<file path="src/rtl/cmdseq_pkg.sv">
package cmdseq_pkg;

    localparam int MATCH_W    = 14;
    localparam int PREFIX_LEN = 5;
    localparam int NUM_CMDS   = 4;
    localparam int STATE_W    = $clog2(PREFIX_LEN + 1);
    localparam int CODE_W     = $clog2(NUM_CMDS);

    typedef logic [MATCH_W-1:0] key_t;

    typedef enum logic [CODE_W-1:0] {
        CMD_STORE  = 2'd0,
        CMD_RECALL = 2'd1,
        CMD_AS_OFF = 2'd2,
        CMD_AS_ON  = 2'd3
    } cmd_code_e;

    // State value n means n prefix reads matched so far.
    typedef enum logic [STATE_W-1:0] {
        ST_IDLE = 3'd0,
        ST_K1   = 3'd1,
        ST_K2   = 3'd2,
        ST_K3   = 3'd3,
        ST_K4   = 3'd4,
        ST_K5   = 3'd5
    } seq_state_e;

    typedef struct packed {
        logic valid;
        logic write;
        key_t key;
    } access_t;

    typedef struct packed {
        logic      valid;
        cmd_code_e code;
    } cmd_t;

    function automatic key_t prefix_key(input int idx);
        case (idx)
            0:       return 14'h0E38;
            1:       return 14'h31C7;
            2:       return 14'h03E0;
            3:       return 14'h3C1F;
            default: return 14'h303F;
        endcase
    endfunction

    function automatic key_t cmd_key(input int idx);
        case (idx)
            0:       return 14'h0FC0;
            1:       return 14'h0C63;
            2:       return 14'h03F8;
            default: return 14'h07F0;
        endcase
    endfunction

    function automatic seq_state_e advance(input seq_state_e s);
        return seq_state_e'(STATE_W'(s) + STATE_W'(1));
    endfunction

endpackage

</file>
<file path="src/rtl/cmdseq_key_match.sv">
module cmdseq_key_match
    import cmdseq_pkg::*;
(
    input  key_t                  key,
    output logic [PREFIX_LEN-1:0] prefix_hit,
    output logic                  cmd_hit,
    output cmd_code_e             cmd_code
);

    logic [NUM_CMDS-1:0] cmd_hit_vec;

    for (genvar p = 0; p < PREFIX_LEN; p++) begin : g_prefix
        assign prefix_hit[p] = (key == prefix_key(p));
    end

    for (genvar c = 0; c < NUM_CMDS; c++) begin : g_cmd
        assign cmd_hit_vec[c] = (key == cmd_key(c));
    end

    assign cmd_hit = |cmd_hit_vec;

    always_comb begin
        cmd_code = CMD_STORE;
        for (int c = 0; c < NUM_CMDS; c++) begin
            if (cmd_hit_vec[c]) cmd_code = cmd_code_e'(c[CODE_W-1:0]);
        end
    end

    // The four command keys are distinct, so no address hits two of them.
    always_comb begin
        assert_cmd_keys_distinct_R2: assert ($onehot0(cmd_hit_vec));
    end

endmodule

</file>
<file path="src/rtl/cmdseq_fsm.sv">
module cmdseq_fsm
    import cmdseq_pkg::*;
(
    input  logic                  clk,
    input  logic                  rst,
    input  access_t               acc,
    input  logic                  busy,
    input  logic [PREFIX_LEN-1:0] prefix_hit,
    input  logic                  cmd_hit,
    input  cmd_code_e             cmd_code,
    output cmd_t                  issue
);

    seq_state_e state, state_nxt;
    logic       take;

    assign take = acc.valid && !busy;

    always_comb begin
        state_nxt   = state;
        issue.valid = 1'b0;
        issue.code  = cmd_code;
        if (take) begin
            if (acc.write) begin
                state_nxt = ST_IDLE;
            end else if (state == ST_K5 && cmd_hit) begin
                state_nxt   = ST_IDLE;
                issue.valid = 1'b1;
            end else if (state != ST_K5 && prefix_hit[state]) begin
                state_nxt = advance(state);
            end else if (prefix_hit[0]) begin
                state_nxt = ST_K1;
            end else begin
                state_nxt = ST_IDLE;
            end
        end
    end

    always_ff @(posedge clk) begin
        if (rst) state <= ST_IDLE;
        else     state <= state_nxt;
    end

    assert_write_aborts_R4: assert property (@(posedge clk) disable iff (rst)
        (acc.valid && acc.write && !busy) |=> (state == ST_IDLE));

    assert_busy_freezes_R8: assert property (@(posedge clk) disable iff (rst)
        busy |=> (state == $past(state)));

    assert_gap_holds_R10: assert property (@(posedge clk) disable iff (rst)
        !acc.valid |=> (state == $past(state)));

    assert_reset_idle_R9: assert property (@(posedge clk)
        rst |=> (state == ST_IDLE));

endmodule

</file>
<file path="src/rtl/cmdseq_pulse.sv">
module cmdseq_pulse
    import cmdseq_pkg::*;
(
    input  logic      clk,
    input  logic      rst,
    input  cmd_t      issue,
    output logic      cmd_valid,
    output cmd_code_e cmd_code
);

    cmd_t out_q;

    always_ff @(posedge clk) begin
        if (rst) out_q <= '0;
        else     out_q <= issue;
    end

    assign cmd_valid = out_q.valid;
    assign cmd_code  = out_q.code;

    assert_single_pulse_R7: assert property (@(posedge clk) disable iff (rst)
        cmd_valid |=> !cmd_valid);

endmodule

</file>
<file path="src/rtl/cmd_seq_detector.sv">
module cmd_seq_detector
    import cmdseq_pkg::*;
#(
    parameter int ADDR_W = 15
) (
    input  logic              clk,
    input  logic              rst,
    input  logic              acc_valid,
    input  logic              acc_write,
    input  logic [ADDR_W-1:0] acc_addr,
    input  logic              busy,
    output logic              cmd_valid,
    output logic [1:0]        cmd_code
);

    access_t                acc;
    logic [PREFIX_LEN-1:0]  prefix_hit;
    logic                   cmd_hit;
    cmd_code_e              match_code;
    cmd_t                   issue;
    cmd_code_e              code_q;

    assign acc.valid = acc_valid;
    assign acc.write = acc_write;
    assign acc.key   = acc_addr[MATCH_W-1:0];

    // Bits above the match width take no part in matching.
    if (ADDR_W > MATCH_W) begin : g_hi
        logic unused_hi;
        assign unused_hi = ^acc_addr[ADDR_W-1:MATCH_W];
    end

    cmdseq_key_match u_match (
        .key        (acc.key),
        .prefix_hit (prefix_hit),
        .cmd_hit    (cmd_hit),
        .cmd_code   (match_code)
    );

    cmdseq_fsm u_fsm (
        .clk        (clk),
        .rst        (rst),
        .acc        (acc),
        .busy       (busy),
        .prefix_hit (prefix_hit),
        .cmd_hit    (cmd_hit),
        .cmd_code   (match_code),
        .issue      (issue)
    );

    cmdseq_pulse u_pulse (
        .clk       (clk),
        .rst       (rst),
        .issue     (issue),
        .cmd_valid (cmd_valid),
        .cmd_code  (code_q)
    );

    assign cmd_code = code_q;

    assert_cmd_after_read_R2: assert property (@(posedge clk) disable iff (rst)
        cmd_valid |-> $past(acc_valid && !acc_write && !busy));

endmodule

</file>
<file path="config.mk">
export PLATFORM = sky130hd
export DESIGN_NAME = cmd_seq_detector
export DESIGN_NICKNAME = d
export VERILOG_FILES = /design/src/rtl/cmdseq_pkg.sv /design/src/rtl/cmdseq_key_match.sv /design/src/rtl/cmdseq_fsm.sv /design/src/rtl/cmdseq_pulse.sv /design/src/rtl/cmd_seq_detector.sv
export SDC_FILE = /design/constraint.sdc
export NUM_CORES = 1
export LEC_CHECK = 0
export CAP_MARGIN = 20
export CORE_UTILIZATION = 37
export CTS_CLUSTER_SIZE = 8
export DETAILED_ROUTE_END_ITERATION = 10
export PLACE_DENSITY = 0.78
export SKIP_LAST_GASP = 1
export SLEW_MARGIN = 20
export SYNTH_ARGS = -nofsm -noshare
export SYNTH_HDL_FRONTEND = slang
export SYNTH_HIERARCHICAL = 1
export SYNTH_SLANG_ARGS = --single-unit
export TNS_END_PERCENT = 10
</file>
<file path="constraint.sdc">
create_clock -name clk -period 2.4 [get_ports clk]
set_input_delay 0.6 -clock clk [delete_from_list [all_inputs] [get_ports clk]]
set_output_delay 0.6 -clock clk [all_outputs]
set_load 0.02 [all_outputs]
</file>
# [After elaboration in Yosys (flattened, before gate mapping)]
# Index checks and enable logic that the tools add are counted.
[totals] ff_bits=6 in_bits=20 output_inout_bits=3 word_cells=33
[op_classes] addsub=1 order_cmp=1 eq_ne=11 n_mux=10 n_bitwise=1 reduce_logical=6
[ops] operator="14-bit by 12-bit equality test with 1-bit output (second input constant)" count=3
[ops] operator="14-bit equality test (second input constant)" count=3
[ops] operator="14-bit by 10-bit equality test with 1-bit output (second input constant)" count=2
[ops] operator="14-bit by 11-bit equality test with 1-bit output (second input constant)" count=1
[ops] operator="3-bit two-way mux" count=3
[ops] operator="3-bit by 4-bit < comparator with 1-bit output (second input constant)" count=1
[ops] operator="1-bit two-way mux" count=4
[ops] operator="2-bit two-way mux" count=2
[ops] operator="4-bit OR reduction" count=1
[ops] operator="3-bit by 1-bit adder with 3-bit output (second input constant)" count=1
[ops] operator="1-bit binary-select mux with 3-bit select" count=1
[ops] operator="3-bit equality test (second input constant)" count=1
[ops] operator="1-bit logical AND" count=3
[ops] operator="3-bit inequality test (second input constant)" count=1
[ops] operator="3-bit OR reduction" count=1
[ops] operator="1-bit zero test" count=1
[ops] operator="1-bit inverter" count=1

# [Depth between registers and ports, before layout]
# Gate-level depths: netlist of the first run.
[logic_depth] word_depth=7 ltp_mapped=8 depth_no_buf=8

# [Modules after synthesis]
# The synthesis of the first run kept the hierarchy.
[modules_own_cells] module="cmdseq_fsm" instances=1 cells_each=29 area_per_inst_um2=252.7 seq_area_each_um2=60.1
[modules_own_cells] module="cmdseq_key_match" instances=1 cells_each=30 area_per_inst_um2=215.2 seq_area_each_um2=0.0
[modules_own_cells] module="cmdseq_pulse" instances=1 cells_each=6 area_per_inst_um2=78.8 seq_area_each_um2=60.1

# [Worst setup path before layout of the first run]
# OpenSTA, ideal clock, no wires.
[synth_path] path_kind="input -> register" startpoint="input acc_addr[2]" endpoint="register u_fsm.state[1]" setup_ps=66 t_arrival_ps=2351 required_time_ps=2334 setup_slack_ps=-17 path_stages=7 n_path_buf=0 path_cell_list="or4b_4 nor4_4 and3_2 mux4_2 mux2i_1 or3_1 a21oi_2"
[synth_via] elab_chain_len=7 elab_cells_between_ends=17 classes_between="eq/ne: 9; mux: 5; reduce/logical: 3"
[synth_lines] element="from (decl)" line_no="cmd_seq_detector.sv:10" source="input logic [ADDR_W-1:0] acc_addr,"
[synth_lines] element="14-bit by 10-bit equality test with 1-bit output" line_no="cmdseq_key_match.sv:13" source="assign prefix_hit[p] = (key == prefix_key(p));"
[synth_lines] element="via prefix_hit[2]" line_no="cmd_seq_detector.sv:17" source="logic [PREFIX_LEN-1:0] prefix_hit;"
[synth_lines] element="1-bit binary-select mux with 3-bit select" line_no="cmdseq_fsm.sv:29" source="end else if (state != ST_K5 && prefix_hit[state]) begin"
[synth_lines] element="1-bit two-way mux (not written as such)" line_no="cmdseq_fsm.sv:29"
[synth_lines] element="1-bit logical AND" line_no="cmdseq_fsm.sv:29"
[synth_lines] element="3-bit two-way mux" line_no="cmdseq_fsm.sv:29"
[synth_lines] element="3-bit two-way mux" line_no="cmdseq_fsm.sv:26" source="end else if (state == ST_K5 && cmd_hit) begin"
[synth_lines] element="3-bit two-way mux" line_no="cmdseq_fsm.sv:24" source="if (acc.write) begin"
[synth_lines] element="to (signal assigned)" line_no="cmdseq_fsm.sv:41" source="else state <= state_nxt;"
[synth_lines] element="to (decl)" line_no="cmdseq_fsm.sv:14" source="seq_state_e state, state_nxt;"
# The timed path passes the listed nets, and every way through them passes these cells. The select of a mux whose other input is x is not followed.
# A chain may end at the register's enable or synchronous reset.

# [Worst setup path after layout of the first run]
[layout_path] startpoint="input acc_addr[0]" endpoint="register u_fsm.state[1]"
# The elaborated chain is that of the path after synthesis.

==> results of run 1 <==
==> how the worst min path moves through the flow <==
stage,endpoint,slack (ns),cells after the start
global placement,u_fsm/state[2]$_SDFFE_PP0P_,0.50,2
finish,u_fsm/state[2]$_SDFFE_PP0P_,0.54,2
global route,u_fsm/state[2]$_SDFFE_PP0P_,0.58,2
CTS,u_fsm/state[2]$_SDFFE_PP0P_,0.52,2
detailed placement,u_fsm/state[2]$_SDFFE_PP0P_,0.51,2
floorplan,u_fsm/state[2]$_SDFFE_PP0P_,0.48,2
==> what timing repair did <==
item / CTS / global route
pin swaps: 8 / 7
resized for setup: 21 / 10
setup buffers: 2 / 4
hold endpoints to repair: 0 / 0
endpoints found under the setup margin: 2 / 2
==> cell families after synthesis <==
| family | count (synthesis) |
|---|---|
| buf+inv | 4 |
| simple gates | 41 |
| flops | 6 |
| fa+ha+maj | 2 |
| mux | 3 |
| compound gates | 9 |
==> power groups by stage <==
stage	Clock (W)	Combinational, W	Sequential, W
after floorplan	0	0.0000148	0.000102
after global placement	0	0.0000742	0.000102
after detailed placement	0	0.0000758	0.000102
after CTS	0.0000995	0.0000762	0.0000999
after global routing	0.000108	0.0000849	0.0000997
final	0.0000961	0.0000801	0.0000999
==> metal layers <==
| layer | vias to the layer above | part of all wire (%) |
|---|---|---|
| met5 | - | 0 |
| met4 | 0 | 1.3 |
| met3 | 4 | 4.7 |
| met2 | 21 | 50 |
| met1 | 343 | 44 |
| li1 | 346 | - |
==> worst min-delay path, stage by stage (launching register included) <==
cell and delay, ns:
dfxtp_1 0.35, nand2b_1 0.09, a21oi_1 0.05
==> cells in the final DEF, fill, tap and decap left out, types with 2 or more instances in the layout <==
cell and n:
ha_1 2, dfxtp_1 6, nand2_1 2, nand2b_1 6, nor2b_1 4, o32ai_1 2, dlygate4sd2_1 6, inv_1 2
clkdlybuf4s15_1 2, nor4b_2 3, dlymetal6s2s_1 5, clkdlybuf4s50_1 7, clkbuf_4 3, nor4_4 2, nand3_1 3, nor2_1 4
nand4_1 2, a21oi_1 4, nand2_2 2, buf_4 27, and3b_1 2
==> final cells by class <==
type	instances	share of cell area (%)
Clock buffer	3	2.13
Inverter	2	0.711
Multi-Input combinational cell	55	44.9
Sequential cell	6	11.4
Tap cell	15	1.78
Timing Repair Buffer	48	39.1
==> registers in the layout, indices dropped and copies added (netlist names) <==
signal             cells
u_pulse/cmd_valid      1
u_fsm/state            3
u_pulse/cmd_code       2
==> stage by stage <==
step           hold slack (ns)  area, um2  std cells  total power (W)
3_3_place_gp             0.504        918        120         0.000176
3_5_place_dp             0.506        918        120         0.000178
5_1_grt                  0.578       1060        129         0.000292
4_1_cts                  0.517        998        125         0.000276
6_report                 0.540       1060        129         0.000276
2_1_floorplan            0.478        547         65         0.000117
==> out/metrics.yaml, run 1 <==
fillCellCount: 92
cts.sinks: 6
ys_ff_latch: 6
htreeDepth: 1
ioPinCount: 23
synth_top_area_cell: "dfxtp_1"
timing.rr.end: "u_fsm/state[0]$_SDFFE_PP0P_"
power_frac_clock_pct: 34.8
hold_violations: 0
async_flop_share_pct: 0
yosys.area_share.simple_pct: 50.1
p_int_w: 0.000202
final-setup-viol-count: 0
first_pass_iters: 4
die_w_um: 40.4
fin_crit_sh_pct: 99.9
dpl_worst_slack_ns: -0.510
yosysSeqAreaShare_pct: 22.0
synthTopCellsByArea: "dfxtp_1, nand2b_1, nor4b_1, ha_1, nor2b_1"
insertion_delay_ns: 0.25
synth_fa_ha_area_share_pct: 4.58
comb_power_share_pct: 29.0
p_switching_w: 0.0000744
vias: 714
grt_antenna_before_repair: 0
coreArea_um2: 1330
critPathTopFamily: "simple AND/OR/NAND/NOR gates"
ff_latch_area_um2: 120
syn_area_um2: 547
vdd_drop_max_mv: 0.267
drive_above_1_share_pct: 43.9
routabilityCongestion: 0.794
grt_pass1_wl_um: 2320
slew-limit-headroom_pct: 74.4
areaGrowthSynthToFinish_pct: 93.1
gr-usage-all-layers_pct: 22.0
cap_violations: 0
io_buffers: 21
slowest_delay_ns: 0.54
synth_common_cells: "dfxtp_1, nand2b_1"
crit_buf_inv: 1
p_leak_nw: 0.459
cp-startpoint: "acc_addr[0]"
cp.arrival_ns: 2.59
swShare_pct: 26.9
r2r_start: "u_fsm/state[0]$_SDFFE_PP0P_"
synth-main-ff-cell: "dfxtp_1"
wirelength_um: 1930
tns_ns: 0
die_h_um: 40.4
fin_crit_ns: 2.40
p_seq_share_pct: 36.2
numCtsBuffers: 3
start_util_pct: 41.0
nNetsFinal: 138
ant_nets: 0
viasPerCell: 5.53
r2r_slack_ns: 0.63
power_density_nw_per_um2: 261
die_area_um2: 1640
yosysWarnings: 6
grt_use_met2_pct: 33.3
drt-initial-drc-count: 18
syn_avg_cell_area_um2: 8.41
synth_top_family_by_area: "simple AND/OR/NAND/NOR gates"
critPathKind: "in2reg"
fp-row-count: 13
end_kind: "flop"
synth-xor-area-share_pct: 0
skew_ns: 0.00900
required_ns: 2.59
synth_compound_area_share_pct: 11.4
top_usage_layer: "met2"
fin_util_pct: 79.2
overflow: 0
ctsHoldBuffers: 0
synth.area.mux_share_pct: 7.78
cts_tree: "built"
grt_start_max_net_pins: 8
grt_pass1_vias: 583
rsz0062_at_grt: "yes"
fmax_ghz: 0.417
yosysTopAreaCellShare_pct: 22.0
cp_max_fo: 2
reg2reg_depth: 5
dp_hpwl_um: 1200
start_kind: "input port"
syn-num-nets: 87
cts_root_buf: "clkbuf_4"
syn-instance-count: 65
multi_input_area_um2: 474
cp.depth: 8
status: "completed"
maxSlewViolCount: 0
worstMarginPinSlew_ns: 0.379
clkTransAtPathRegs_ns: 0.05
use_met1_pct: 27.7
slowest_stage: "or4b_4"
synth_enable_flop_cells: 0
clk_path_buf_depth: 2
antenna_cells: 0
layout_setup_ws_ns: 0.00228
min_from: "u_fsm/state[2]$_SDFFE_PP0P_"
crit_chain: "clkdlybuf4s15_1, or4b_4, nor4_4, and3_4, mux4_2, mux2i_2, or3_4, a21oi_2"
synth.lib_cells_used.distinct: 28
hp-class: "reg2reg"
use_met3_pct: 10.6
drc: 0
cp-endpoint: "u_fsm/state[1]$_SDFFE_PP0P_"
detail_route.wl_per_cell_um: 14.9
Power figures use the tool's default switching activity.
==> run 2, diff against run 1 <==
--- a/config.mk
+++ b/config.mk
@@ -5,7 +5,6 @@
 export SDC_FILE = /design/constraint.sdc
 export NUM_CORES = 1
 export LEC_CHECK = 0
-export CAP_MARGIN = 20
 export CORE_UTILIZATION = 37
 export CTS_CLUSTER_SIZE = 8
 export DETAILED_ROUTE_END_ITERATION = 10
==> results of run 2 <==
No change in the layout: final DEF, timing and power equal those of run 1.
==> run 3, diff against run 2 <==
--- a/config.mk
+++ b/config.mk
@@ -13,6 +13,5 @@
 export SLEW_MARGIN = 20
 export SYNTH_ARGS = -nofsm -noshare
 export SYNTH_HDL_FRONTEND = slang
-export SYNTH_HIERARCHICAL = 1
 export SYNTH_SLANG_ARGS = --single-unit
 export TNS_END_PERCENT = 10
==> run 3 against run 2 <==
Flip-flop and latch count stayed put. Final cell count is 3.9% lower. Worst hold slack worse by 0.030 ns. Setup slack better by 0.075 ns. Synthesized cell count is 3.1% higher. Clock power is 1% lower. First-iteration DRC count is 17% higher. Global-route usage is 1.2 points higher. Critical path type unchanged.
==> out/metrics.yaml, run 3 <==
drive_above_1_share_pct: 32.1  # -12 points
p_int_w: 0.000203  # +0.67%
clkTransAtPathRegs_ns: 0.04  # about the same
p_leak_nw: 0.470  # +2.5%
yosysMostFrequentCell: "nand2_1"
dp_hpwl_um: 1390  # +16%
hp-class: "reg2reg"
grt_pass1_vias: 669  # +15%
required_ns: 2.56  # -0.03 ns
comb_power_share_pct: 28.7  # -0.3 points
htreeDepth: 1  # unchanged
synth.lib_cells_used.distinct: 35  # +25%
drc: 0  # unchanged
fp-row-count: 13  # unchanged
tns_ns: 0  # unchanged
yosysWarnings: 0  # -6
crit_chain: "clkdlybuf4s50_1, nor4bb_1, a41oi_1, o41a_1, a311oi_4, nor2_1, o31ai_2"
coreArea_um2: 1350  # +1.2%
largest_reg_flops: 3  # unchanged
syn-num-nets: 89  # +2.3%
fin_util_pct: 75.1  # -4.1 points
hold_violations: 0  # unchanged
rsz0062_at_grt: "no"
synth_common_cells: "nand2_1, nor2_1, dfxtp_1"
cp.arrival_ns: 2.49  # -0.10 ns
synth_top_area_cell: "dfxtp_1"
syn_area_um2: 554  # +1.4%
yosysTopAreaCellShare_pct: 21.7  # -0.30 points
start_kind: "input port"
fmax_ghz: 0.431  # +3.2%
grt_antenna_before_repair: 0  # unchanged
worstMarginPinSlew_ns: 0.499  # +0.120 ns
skew_ns: 0.000267  # -0.00874 ns
die_w_um: 40.7  # +0.66%
syn-instance-count: 67  # +3.1%
areaGrowthSynthToFinish_pct: 82.8
maxSlewViolCount: 0  # unchanged
ys_ff_latch: 6  # unchanged
cp_max_fo: 8  # +6
slew-limit-headroom_pct: 66.5  # -7.9 points
grt_pass1_wl_um: 2520  # +8.6%
fin_crit_sh_pct: 96.8  # -3.1 points
die_area_um2: 1660  # +1.3%
vias: 729  # +2.1%
layout_commonest_cell: "buf_4"
clk_path_buf_depth: 2  # unchanged
numCtsBuffers: 3  # unchanged
start_util_pct: 41.1  # +0.062 points
vdd_drop_max_mv: 0.101  # -62%
ant_nets: 0  # unchanged
swShare_pct: 25.7  # -1.3 points
ioPinCount: 23  # unchanged
overflow: 0  # unchanged
yosysSeqAreaShare_pct: 21.7  # -0.30 points
p_switching_w: 0.0000702  # -5.6%
power_frac_clock_pct: 34.7  # about the same
synth_enable_flop_cells: 0  # unchanged
fin_crit_ns: 2.32  # -0.0750 ns
syn_avg_cell_area_um2: 8.27  # -1.7%
layout_common_cells: "buf_4, nand2_1, clkdlybuf4s50_1"
die_h_um: 40.7  # +0.66%
p_seq_share_pct: 36.6  # +0.4 points
nNetsFinal: 133  # -3.6%
viasPerCell: 5.88  # +6.2%
final-setup-viol-count: 0  # unchanged
drt-initial-drc-count: 21  # +3
async_flop_share_pct: 0  # unchanged
cts_root_buf: "clkbuf_4"
wirelength_um: 1860  # -3.5%
critPathTopFamily: "compound AO/OA/AOI/OAI gates"
routabilityCongestion: 0.867  # +9.1%
antenna_cells: 0  # unchanged
synthTopCellsByArea: "dfxtp_1, nand2_1, nor2_1, ha_1, nor4b_4"
slowest_stage: "clkdlybuf4s50_1"
gr-usage-all-layers_pct: 23.1  # +1.2 points
first_pass_iters: 4  # unchanged
cts_tree: "built"
insertion_delay_ns: 0.25  # about the same
regMostFlops: "u_fsm.state"
synth-main-ff-cell: "dfxtp_1"
io_buffers: 21  # unchanged
end_kind: "flop"
cts.sinks: 6  # unchanged
slowest_delay_ns: 0.56  # +0.02 ns
detail_route.wl_per_cell_um: 15.0  # +0.41%
critPathKind: "in2reg"
crit_buf_inv: 1  # unchanged
power_density_nw_per_um2: 270  # +3.1%
cap_violations: 0  # unchanged
status: "completed"
grt_start_max_net_pins: 9  # +1
[run 3: metrics by stage]
step	instance area (um2)	setup slack, ns	total power (W)	hold slack, ns	instances
after floorplan	554	0.362	0.000119	0.460	67
after global placement	903	-0.247	0.000174	0.477	119
after detailed placement	903	-0.314	0.000176	0.500	119
after CTS	963	-0.00653	0.000272	0.506	123
after global routing	1010	0.0212	0.000282	0.525	124
final	1010	0.0772	0.000273	0.510	124
[run 3: power groups by stage]
| stage | clock network [W] | logic (W) | registers (W) |
|---|---|---|---|
| final | 0.0000948 | 0.0000785 | 0.000100 |
| after global routing | 0.0000987 | 0.0000835 | 0.0000998 |
| after CTS | 0.0000953 | 0.0000765 | 0.000100 |
| after detailed placement | 0 | 0.0000744 | 0.000102 |
| after global placement | 0 | 0.0000725 | 0.000102 |
| after floorplan | 0 | 0.0000170 | 0.000102 |
[run 3: layout make-up]
type                            count  area, um2
Clock buffer                        3       22.5
Fill cell                         104        337
Inverter                            3       11.3
Multi-Input combinational cell     58        480
Sequential cell                     6        120
Tap cell                           15       18.8
Timing Repair Buffer               39        360
[run 3: worst paths after layout]
path                                                  start                          end  slack, ns  cells past startpoint
worst min register to register  u_fsm.state[1]$_SDFFE_PP0P_  u_fsm.state[1]$_SDFFE_PP0P_       0.51                      2
worst max-delay path                           acc_addr[10]  u_fsm.state[1]$_SDFFE_PP0P_       0.08                      7
worst min-delay path            u_fsm.state[1]$_SDFFE_PP0P_  u_fsm.state[1]$_SDFFE_PP0P_       0.51                      2
worst max register to register  u_fsm.state[0]$_SDFFE_PP0P_  u_fsm.state[1]$_SDFFE_PP0P_       0.48                      5
[run 3: worst min-delay path, stage by stage (launching register included)]
cell and delay, ns:
dfxtp_1 0.33, nand2_1 0.08, o31ai_2 0.06
[run 3: kinds of logic after synthesis]
group / share of synthesized area (%)
fa+ha+maj: 4.51
buf+inv: 2.03
flops: 21.7
simple gates: 53.1
compound gates: 17.2
xor+xnor: 1.58
[run 3: metal layers]
metal  vias up  GRT usage (%)  share of wire [%]
met4         0           20.8                1.2
met3         3           2.17                5.2
met2        33           42.1                 53
met5         -              0                  0
li1        349              -                  -
met1       344           22.9                 40
[run 3: timing repair]
action                                  CTS  global route
endpoints found under the setup margin    2             3
hold buffers                              0             0
pin swaps                                 4             8
resized for setup                        10            13
buffers inserted                          1             1
